[config.mk]
export PLATFORM = sky130hd
export DESIGN_NAME = spec_read_gate
export DESIGN_NICKNAME = d
export VERILOG_FILES = /design/src/rtl/srg_pkg.sv /design/src/rtl/srg_hold_buf.sv /design/src/rtl/srg_out_fifo.sv /design/src/rtl/srg_spec_track.sv /design/src/rtl/srg_evt_cnt.sv /design/src/rtl/spec_read_gate.sv
export SDC_FILE = /design/constraint.sdc
export NUM_CORES = 2
export LEC_CHECK = 0
export ABC_AREA = 1
export ABC_CLOCK_PERIOD_IN_PS = 10600
export BUFFER_PORTS_ARGS = -buffer_cell sky130_fd_sc_hd__clkbuf_2
export CAP_MARGIN = 20
export CORE_MARGIN = 5
export CORE_UTILIZATION = 30
export CTS_CLUSTER_DIAMETER = 200
export CTS_CLUSTER_SIZE = 16
export DETAILED_ROUTE_END_ITERATION = 8
export PLACE_DENSITY = 0.42
export SYNTH_ARGS = -nofsm -noshare
export SYNTH_HDL_FRONTEND = slang
export SYNTH_SLANG_ARGS = --single-unit
[constraint.sdc]
create_clock -name clk -period 10.6 [get_ports clk]
set_input_delay 0 -clock clk [delete_from_list [all_inputs] [get_ports clk]]
set_output_delay 0 -clock clk [all_outputs]
set_load 0.02 [all_outputs]
[src/rtl/srg_pkg.sv]
package srg_pkg;

  // One flag per statistics event; field order sets the counter index.
  typedef struct packed {
    logic spec_issued;
    logic spec_wasted;
    logic held_dropped;
    logic held_released;
  } srg_evt_t;

  localparam int unsigned EVT_N = 4;

endpackage

[src/rtl/srg_hold_buf.sv]
module srg_hold_buf #(
  parameter int ID_W   = 4,
  parameter int ADDR_W = 32,
  parameter int DEPTH  = 8,
  localparam int CW    = $clog2(DEPTH + 1)
) (
  input  logic              clk,
  input  logic              rst_n,
  input  logic              alloc_en,
  input  logic [ID_W-1:0]   alloc_id,
  input  logic [ADDR_W-1:0] alloc_addr,
  input  logic              look_en,
  input  logic [ID_W-1:0]   look_id,
  output logic              look_hit,
  output logic [ADDR_W-1:0] look_addr,
  output logic              full,
  output logic [CW-1:0]     held_cnt
);

  logic [DEPTH-1:0] vld_q, vld_d;
  logic [DEPTH-1:0] free_pick;
  logic [DEPTH-1:0] match_vec;
  logic [ID_W-1:0]   id_q   [DEPTH];
  logic [ADDR_W-1:0] addr_q [DEPTH];

  // lowest free slot wins the allocation
  always_comb begin
    logic found;
    free_pick = '0;
    found     = 1'b0;
    for (int i = 0; i < DEPTH; i++) begin
      if (!vld_q[i] && !found) begin
        free_pick[i] = 1'b1;
        found        = 1'b1;
      end
    end
  end

  for (genvar i = 0; i < DEPTH; i++) begin : g_slot
    logic load_en;
    assign match_vec[i] = vld_q[i] && (id_q[i] == look_id);
    assign load_en      = alloc_en && free_pick[i];
    always_ff @(posedge clk) begin
      if (load_en) begin
        id_q[i]   <= alloc_id;
        addr_q[i] <= alloc_addr;
      end
    end
  end

  always_comb begin
    look_addr = '0;
    for (int i = 0; i < DEPTH; i++) begin
      if (match_vec[i]) look_addr = look_addr | addr_q[i];
    end
  end

  always_comb begin
    held_cnt = '0;
    for (int i = 0; i < DEPTH; i++) held_cnt = held_cnt + CW'(vld_q[i]);
  end

  assign look_hit = |match_vec;
  assign full     = &vld_q;

  always_comb begin
    vld_d = vld_q;
    if (look_en)  vld_d = vld_d & ~match_vec;
    if (alloc_en) vld_d = vld_d | free_pick;
  end

  always_ff @(posedge clk or negedge rst_n) begin
    if (!rst_n) vld_q <= '0;
    else        vld_q <= vld_d;
  end

endmodule

[src/rtl/srg_out_fifo.sv]
module srg_out_fifo #(
  parameter int W     = 36,
  parameter int DEPTH = 16,          // power of two
  localparam int PW   = $clog2(DEPTH),
  localparam int CW   = PW + 1
) (
  input  logic          clk,
  input  logic          rst_n,
  input  logic          push_a,      // first in same-cycle order
  input  logic [W-1:0]  data_a,
  input  logic          push_b,
  input  logic [W-1:0]  data_b,
  input  logic          pop,
  output logic          out_valid,
  output logic [W-1:0]  out_data,
  output logic [CW-1:0] count
);

  logic [W-1:0]  mem [DEPTH];
  logic [PW-1:0] wp_q, wp_d, rp_q, rp_d;
  logic [CW-1:0] cnt_q, cnt_d;
  logic          wr0_en, wr1_en;
  logic [W-1:0]  wr0_data;

  assign wr0_en   = push_a | push_b;
  assign wr1_en   = push_a & push_b;
  assign wr0_data = push_a ? data_a : data_b;

  always_ff @(posedge clk) begin
    if (wr0_en) mem[wp_q] <= wr0_data;
    if (wr1_en) mem[wp_q + PW'(1)] <= data_b;
  end

  always_comb begin
    wp_d  = wp_q + PW'(wr0_en) + PW'(wr1_en);
    rp_d  = rp_q + PW'(pop);
    cnt_d = cnt_q + CW'(push_a) + CW'(push_b) - CW'(pop);
  end

  always_ff @(posedge clk or negedge rst_n) begin
    if (!rst_n) begin
      wp_q  <= '0;
      rp_q  <= '0;
      cnt_q <= '0;
    end else begin
      wp_q  <= wp_d;
      rp_q  <= rp_d;
      cnt_q <= cnt_d;
    end
  end

  assign out_valid = (cnt_q != '0);
  assign out_data  = mem[rp_q];
  assign count     = cnt_q;

endmodule

[src/rtl/srg_spec_track.sv]
module srg_spec_track #(
  parameter int ID_W   = 4,
  parameter int DATA_W = 64,
  localparam int NID   = 1 << ID_W
) (
  input  logic              clk,
  input  logic              rst_n,
  input  logic              issue_en,
  input  logic [ID_W-1:0]   issue_id,
  input  logic              snp_valid,
  input  logic [ID_W-1:0]   snp_id,
  input  logic              snp_hit,
  input  logic              dram_valid,
  input  logic [ID_W-1:0]   dram_id,
  input  logic [DATA_W-1:0] dram_data,
  output logic              rsp_valid,
  output logic [ID_W-1:0]   rsp_id,
  output logic [DATA_W-1:0] rsp_data,
  output logic              wasted
);

  // live: issued, not yet snooped; pend: data not back; disc: drop data
  logic [NID-1:0] live_q, live_d, pend_q, pend_d, disc_q, disc_d;

  always_comb begin
    live_d = live_q;
    pend_d = pend_q;
    disc_d = disc_q;
    wasted = 1'b0;
    if (dram_valid) begin
      pend_d[dram_id] = 1'b0;
      disc_d[dram_id] = 1'b0;
    end
    if (snp_valid && live_q[snp_id]) begin
      live_d[snp_id] = 1'b0;
      if (snp_hit) begin
        wasted = 1'b1;
        if (pend_q[snp_id] && !(dram_valid && dram_id == snp_id))
          disc_d[snp_id] = 1'b1;
      end
    end
    if (issue_en) begin
      live_d[issue_id] = 1'b1;
      pend_d[issue_id] = 1'b1;
      disc_d[issue_id] = 1'b0;
    end
  end

  always_ff @(posedge clk or negedge rst_n) begin
    if (!rst_n) begin
      live_q <= '0;
      pend_q <= '0;
      disc_q <= '0;
    end else begin
      live_q <= live_d;
      pend_q <= pend_d;
      disc_q <= disc_d;
    end
  end

  assign rsp_valid = dram_valid && !disc_q[dram_id];
  assign rsp_id    = dram_id;
  assign rsp_data  = dram_data;

endmodule

[src/rtl/srg_evt_cnt.sv]
module srg_evt_cnt #(
  parameter int CNT_W = 16
) (
  input  logic             clk,
  input  logic             rst_n,
  input  logic             en,
  output logic [CNT_W-1:0] value
);

  logic [CNT_W-1:0] cnt_q, cnt_d;

  always_comb cnt_d = cnt_q + CNT_W'(1);

  always_ff @(posedge clk or negedge rst_n) begin
    if (!rst_n)  cnt_q <= '0;
    else if (en) cnt_q <= cnt_d;
  end

  assign value = cnt_q;

endmodule

[src/rtl/spec_read_gate.sv]
module spec_read_gate
  import srg_pkg::*;
#(
  parameter int ID_W       = 4,
  parameter int ADDR_W     = 32,
  parameter int DATA_W     = 64,
  parameter int HOLD_DEPTH = 8,
  parameter int OQ_DEPTH   = 16,
  parameter int CNT_W      = 16
) (
  input  logic              clk,
  input  logic              rst_n,
  input  logic              req_valid,
  output logic              req_ready,
  input  logic [ID_W-1:0]   req_id,
  input  logic [ADDR_W-1:0] req_addr,
  input  logic              req_hold,
  input  logic              snp_valid,
  input  logic [ID_W-1:0]   snp_id,
  input  logic              snp_hit,
  output logic              dq_valid,
  input  logic              dq_ready,
  output logic [ID_W-1:0]   dq_id,
  output logic [ADDR_W-1:0] dq_addr,
  input  logic              dram_valid,
  input  logic [ID_W-1:0]   dram_id,
  input  logic [DATA_W-1:0] dram_data,
  output logic              rsp_valid,
  output logic [ID_W-1:0]   rsp_id,
  output logic [DATA_W-1:0] rsp_data,
  output logic [CNT_W-1:0]  cnt_spec,
  output logic [CNT_W-1:0]  cnt_waste,
  output logic [CNT_W-1:0]  cnt_drop,
  output logic [CNT_W-1:0]  cnt_rel
);

  localparam int OQ_W = ID_W + ADDR_W;
  localparam int HCW  = $clog2(HOLD_DEPTH + 1);
  localparam int QCW  = $clog2(OQ_DEPTH) + 1;
  localparam int OCW  = ((HCW > QCW) ? HCW : QCW) + 1;

  logic              buf_full, look_hit;
  logic [ADDR_W-1:0] look_addr;
  logic [HCW-1:0]    held_cnt;
  logic [QCW-1:0]    fifo_cnt;
  logic [OCW-1:0]    occupancy;
  logic              accept, to_hold, to_spec, snp_drop, snp_rel, wasted, pop;
  logic [OQ_W-1:0]   dq_word;
  srg_evt_t          evt;
  logic [EVT_N-1:0]  evt_bits;
  logic [EVT_N-1:0][CNT_W-1:0] cnt_all;

  // every parked read keeps one queue slot reserved for its release
  assign occupancy = OCW'(fifo_cnt) + OCW'(held_cnt);
  assign req_ready = occupancy < OCW'(OQ_DEPTH);
  assign accept    = req_valid && req_ready;
  assign to_hold   = accept && req_hold && !buf_full;
  assign to_spec   = accept && !to_hold;
  assign snp_drop  = snp_valid && look_hit && snp_hit;
  assign snp_rel   = snp_valid && look_hit && !snp_hit;
  assign pop       = dq_valid && dq_ready;

  srg_hold_buf #(.ID_W(ID_W), .ADDR_W(ADDR_W), .DEPTH(HOLD_DEPTH)) u_hold (
    .clk       (clk),
    .rst_n     (rst_n),
    .alloc_en  (to_hold),
    .alloc_id  (req_id),
    .alloc_addr(req_addr),
    .look_en   (snp_valid),
    .look_id   (snp_id),
    .look_hit  (look_hit),
    .look_addr (look_addr),
    .full      (buf_full),
    .held_cnt  (held_cnt)
  );

  srg_out_fifo #(.W(OQ_W), .DEPTH(OQ_DEPTH)) u_oq (
    .clk      (clk),
    .rst_n    (rst_n),
    .push_a   (to_spec),
    .data_a   ({req_id, req_addr}),
    .push_b   (snp_rel),
    .data_b   ({snp_id, look_addr}),
    .pop      (pop),
    .out_valid(dq_valid),
    .out_data (dq_word),
    .count    (fifo_cnt)
  );

  assign dq_id   = dq_word[OQ_W-1:ADDR_W];
  assign dq_addr = dq_word[ADDR_W-1:0];

  srg_spec_track #(.ID_W(ID_W), .DATA_W(DATA_W)) u_track (
    .clk       (clk),
    .rst_n     (rst_n),
    .issue_en  (to_spec),
    .issue_id  (req_id),
    .snp_valid (snp_valid),
    .snp_id    (snp_id),
    .snp_hit   (snp_hit),
    .dram_valid(dram_valid),
    .dram_id   (dram_id),
    .dram_data (dram_data),
    .rsp_valid (rsp_valid),
    .rsp_id    (rsp_id),
    .rsp_data  (rsp_data),
    .wasted    (wasted)
  );

  always_comb begin
    evt.spec_issued   = to_spec;
    evt.spec_wasted   = wasted;
    evt.held_dropped  = snp_drop;
    evt.held_released = snp_rel;
  end
  assign evt_bits = evt;

  for (genvar k = 0; k < EVT_N; k++) begin : g_cnt
    srg_evt_cnt #(.CNT_W(CNT_W)) u_cnt (
      .clk  (clk),
      .rst_n(rst_n),
      .en   (evt_bits[k]),
      .value(cnt_all[k])
    );
  end

  assign cnt_spec  = cnt_all[3];
  assign cnt_waste = cnt_all[2];
  assign cnt_drop  = cnt_all[1];
  assign cnt_rel   = cnt_all[0];

endmodule

### Word level (Yosys, flattened, before mapping)

Memory sizes are Yosys's and may differ from the RTL's.
Cells that the tools add are included.

* add/subtract/negate cells: 19
* $lt $le $gt $ge: 7
* equal/unequal tests: 9
* muxes and demuxes: 110
* bitwise operators: 22
* reduce and logical (&&, ||, !) cells: 73

Operator list (count)
* $mux W32: 15
* $or A32 B32 Y32: 7
* $reduce_or A32 Y1: 7
* $mux W16: 9
* $add A16 B1 Y16 const B: 4
* $and A16 B16 Y16: 4
* $mux W1: 56
* $not A16 Y16: 3
* $or A16 B16 Y16: 3
* $mux W3: 14
* $logic_and A1 B1 Y1: 38
* $add A4 B1 Y4: 9
* $eq A4 B4 Y1: 9
* $mux W36: 1
* $mux W4: 7
* $reduce_or A4 Y1: 7
* $logic_not A1 Y1: 18
* $mux W8: 2
* $lt A4 B5 Y1 const B: 3
* $bmux W1 S4: 3
* $demux W1 S4: 3
* $ge A4 B1 Y1 const B: 3
* $add A5 B1 Y5: 2
* $and A8 B8 Y8: 1
* other kinds (12): 12

* flip-flop bits (word level): 133
* memory bits (writable): 864
* input bits: 116
* output and inout bits: 171
* word-level logic and storage cells: 254
* memories: 3

Memories
* u_oq.mem: depth 16, width 36, rd ports 1, clocked after memory_dff 0, write ports 2, RTL line srg_out_fifo.sv:19 `logic [W-1:0] mem [DEPTH];`
* u_hold.addr_q: depth 8, width 32, rd ports 8, clocked after memory_dff 0, write ports 1, RTL line srg_hold_buf.sv:24 `logic [ADDR_W-1:0] addr_q [DEPTH];`
* u_hold.id_q: depth 8, width 4, rd ports 8, clocked after memory_dff 0, write ports 1, RTL line srg_hold_buf.sv:23 `logic [ID_W-1:0] id_q [DEPTH];`

### Depth between registers and ports, before layout

* depth in word-level cells: 26
* mapped depth: 24

### By module

Synthesis repeated with hierarchy kept, for this count alone.

* cell total of the unflattened synthesis: 5733
* area, all modules: 50778.7 um^2

By module, submodules not included
* srg_out_fifo: times used 1, cells each 3810, area each 31433.9 um^2
* srg_hold_buf: times used 1, cells each 1035, area each 12722.2 um^2
* srg_evt_cnt: times used 4, cells each 97, area each 813.3 um^2
* srg_spec_track: times used 1, cells each 476, area each 3241.9 um^2
* spec_read_gate: times used 1, cells each 24, area each 127.6 um^2

### Least setup slack after synthesis

Ideal clock, no wire load.

* path kind: reg-to-reg
* start point: register u_hold.vld_q[1]
* end point: memory u_oq.mem[10][0], enable pin
* arrival time: 6929 ps
* path slack: 3192 ps
* cell stages (with the launch flop): 21
* period minus slack after synthesis: 7408 ps
* cell sequence: dfrtp_1 -> clkbuf_1 -> inv_1 -> ha_1 -> fa_1 -> fa_1 -> fa_1 -> fa_1 -> inv_1 -> ha_1 -> nand3_1 -> nand2_1 -> nand2_1 -> nand2_1 -> nand2_1 -> nand3_1 -> nor2_4 -> nand4_4 -> buf_6 -> buf_2 -> o21ai_0

RTL lines
* from (decl): RTL line srg_hold_buf.sv:20 `logic [DEPTH-1:0] vld_q, vld_d;`
* from (signal assigned): RTL line srg_hold_buf.sv:74 `else vld_q <= vld_d;`
* to (decl): RTL line srg_out_fifo.sv:19

==> impl_results.md <==
- Outcome: finished clean
- CTS H-tree lvls: 3
- Multiplexer area fraction after synthesis: 0%
- Largest family of logic cells by synthesized area: simple AND/OR/NAND/NOR gates
- Register area: 29280 um2
- Grt ovf: 0
- P_int: 7.214 mW
- Cell Pwr Density: 227.4 nW/um2
- Post-place setup slack: about 3.5 ns
- Clk sinks: ~1000
- Core area: 171200 um2
- DRT iter0 DRCs: around 4600
- Commonest non-fill, non-tap cell in the layout: nand2_1
- First-pass GRT wire length: 306400 um
- Critical path type: register to register
- Count of cell types in the netlist: 42
- Sequential share of power: 39.0%
- Synth Net Count: 5877
- I/O Buffers: 158
- Main synth FF type: edfxtp_1
- Crit end category: register
- Post-route cell area: 56130 um2
- Sequential area share after synthesis: 56.91%
- Sw Share: 43.49%
- Worst-Margin Slew: between 1 and 1.5 ns
- Nets@finish: roughly 5700
- CP Max Fanout: 74
- Area contributors post-synth: edfxtp_1, nand2_1, dfrtp_1
- Async SR Flop Fraction: 13.34%
- GP Congestion: 0.8072
- Top-Level Pins: 287
- Final period util: 66.92%
- CP required: 10.92 ns
- # DRC: 0
- Slew HR: 22.10%
- Root Driver: clkbuf_16
- Reg2Reg Depth: 19
- Gate power share: 39.1%
- Hold WC Path Type: input port to primary output
- Setup TNS Final: 0 ns
- Minimum clock period: 7.094 ns
- Worst-case clock buffer depth: 3
- DP Wirelength: around 110000 um
- Worst VDD drop: between 0.00015 and 0.0002 V
- Clock edge transition at the registers on the reported setup and hold paths: 0.08 ns
- Synth-to-Final Area Change: 9.129%
- Layout fillers: approximately 18000
- Post-Syn Area per Cell: 8.970 um2
- Final Hold Vio Count: 0
- Post-synth EDFFs: 864
- Clock Latency Late Sink: 0.71 ns
- CTS Buf Count: ~70
- Most frequent cells in the layout: nand2_1, edfxtp_1, o21ai_0, nor2_1, o21ai_1
- Initial antenna violation count: 14
- Clock skew: around 0.045 ns
- Layout cells sized above 1: 8.496%
- Yosys top cell by area: edfxtp_1
- Compound-cell area share of the yosys netlist: 11.56%
- Vias/cell: 5.435
- CP Data Arrival Time: 7.42 ns
- Area after DPL: 53540 um2
- Final setup violating endpoints: 0
- Cells after Synth: 5734
- Aggregate global-route resource usage: 23.10%
- Post-CTS Setup Inserts: 0
- Critical path startpoint category: register
- Final WL: about 210000 um
- Die Ht: 424.1 um
- Clock power frac: 21.9%
- Full die area: roughly 180000 um2
- Synth Area in Simple Gates: 23.34%
- Row count: roughly 150
- LEAKAGE: approximately 22 nW
- CTS tree: done
- FMAX: between 100 and 150 MHz
- Adder-Cell Fraction of Synth Area: less than 1%
- Post-DRT Antenna Nets: 0
- Synth Register Bits: around 1000
- Multi-input gate area: 19160 um2
- Synth Area in XOR/XNOR: 0.9171%
- Final Worst Setup Slack: 3.506 ns
- DRT Pass-1 Iters: 6
- Vias in the first global route: approximately 40000
- Hold Crit Depth: 0
- Die X: 424.1 um
- Largest net degree at the start of global routing: 188
- Reg-to-reg slack, setup: 3.51 ns
- Per-cell routed wire length: 27.22 um
- Min Hold Slack: 0.000008814 ns
- Max_cap viols: 0
- Synth top area share: 50.44%
- Post-Syn Area: 51440 um2
- Syn. warnings: 0
- Initial Util: 30.05%
- RSZ-0062 raised after global routing: no
- P_sw: between 5 and 6 mW
- Routed vias: 42740
- Final slew viol count: 0
[critical path: stages, from the launching register on]
cell	delay [ns]
dfrtp_1	0.33
buf_4	0.48
inv_1	0.22
fa_1	0.57
fa_1	0.42
fa_1	0.42
fa_1	0.54
inv_1	0.04
ha_1	0.26
nand3_1	0.08
nand2_1	0.05
nand2_1	0.05
nand2_1	0.06
nand2_1	0.06
nand3_1	0.12
nor2_4	0.54
nand4_4	0.41
buf_4	0.57
o21ai_4	0.89
buf_4	0.55
[sequential cells by signal, summed over array words and instances (netlist names)]
signal,flops
u_oq.mem,576
u_oq.count,5
u_track.live_q,16
u_track.disc_q,16
u_oq.wp_q,4
u_hold.id_q,32
u_hold.addr_q,256
g_cnt.u_cnt.value,64
u_oq.rp_q,4
u_track.pend_q,16
u_hold.vld_q,8
[power groups by stage]
stage | Clock [mW] | Sequential [mW] | Combinational [mW]
2_1_floorplan | 0 | 5.00 | 2.89
3_3_place_gp | 0 | 5.06 | 4.94
3_5_place_dp | 0 | 5.06 | 4.97
4_1_cts | 2.86 | 4.97 | 4.99
5_1_grt | 3.00 | 5.00 | 5.39
6_report | 2.80 | 4.97 | 4.99
[per-layer routing]
| metal | part of all wire [%] | GRT usage [%] | wire length (um) | up-vias |
|---|---|---|---|---|
| met4 | 2.6 | 5.590 | 5649 | 6 |
| met2 | 46 | 37.73 | 99380 | 1745 |
| met5 | 0.016 | 0 | 34 | - |
| met3 | 6.6 | 2.805 | 14190 | 284 |
| li1 | - | - | - | 19270 |
| met1 | 44 | 32.74 | 94790 | 21440 |
[area by class of cell]
| class | instances | area share [%] |
|---|---|---|
| flip-flops and latches | 997 | 52.17 |
| multi-input cells | 4025 | 34.14 |
| well taps | 2233 | 4.977 |
| repair buffers | 317 | 3.874 |
| clock buffers | 101 | 3.517 |
| inverters | 182 | 1.233 |
| clock inverters | 4 | 0.07579 |
| diodes | 4 | 0.01783 |
[final timing paths]
kind                                                  start                                   to
worst min register to register  u_track.live_q[6]$_DFF_PN0_          u_track.live_q[6]$_DFF_PN0_
worst max register to register    u_hold.vld_q[4]$_DFF_PN0_           u_oq.mem[13][21]$_DFFE_PP_
min in group asynchronous                             rst_n  g_cnt[1].u_cnt.value[6]$_DFFE_PN0P_
max in group asynchronous                             rst_n               u_oq.rp_q[3]$_DFF_PN0_
worst min-delay path                          dram_data[20]                         rsp_data[20]
worst max-delay path              u_hold.vld_q[4]$_DFF_PN0_           u_oq.mem[13][21]$_DFFE_PP_
[logic make-up (layout without fill, tap and decap cells)]
family          after synthesis  in the layout
other cells                   0              4
buf+inv                     712            604
fa+ha+maj                    27             27
simple gates               2846           2846
flops                       997            997
xor+xnor                     53             53
compound gates             1099           1099
[cell usage after synthesis, types with 7 or more instances]
| library cell | number |
|---|---|
| o21ai_1 | 317 |
| nor2_8 | 15 |
| a21oi_1 | 107 |
| dfrtp_1 | 133 |
| o221ai_1 | 29 |
| fa_1 | 7 |
| xnor2_1 | 21 |
| nand2_2 | 37 |
| clkbuf_1 | 237 |
| nor3_1 | 18 |
| nand2_1 | 2006 |
| buf_4 | 130 |
| o21ai_0 | 510 |
| xor2_1 | 31 |
| nand4_1 | 264 |
| nor2_2 | 11 |
| o21bai_1 | 32 |
| buf_1 | 43 |
| inv_1 | 176 |
| ha_1 | 20 |
| a22oi_1 | 12 |
| nand3_1 | 136 |
| o22ai_1 | 44 |
| nor2_1 | 337 |
| buf_2 | 114 |
| nor4_1 | 10 |
| a221oi_1 | 43 |
| edfxtp_1 | 864 |
[through the flow]
stage,instances,util [%],power [mW]
after floorplan,5734,-,7.891
after global placement,7698,31.27,9.995
after detailed placement,7699,31.28,10.02
after CTS,7858,32.77,12.83
after global routing,7859,32.79,13.39
final,7863,32.79,12.77
[repair_timing]
item	CTS	global route
gates resized for setup	0	0
hold endpoints to repair	479	0
hold buffers	54	0
No activity file was read; power rests on OpenSTA's default activity.
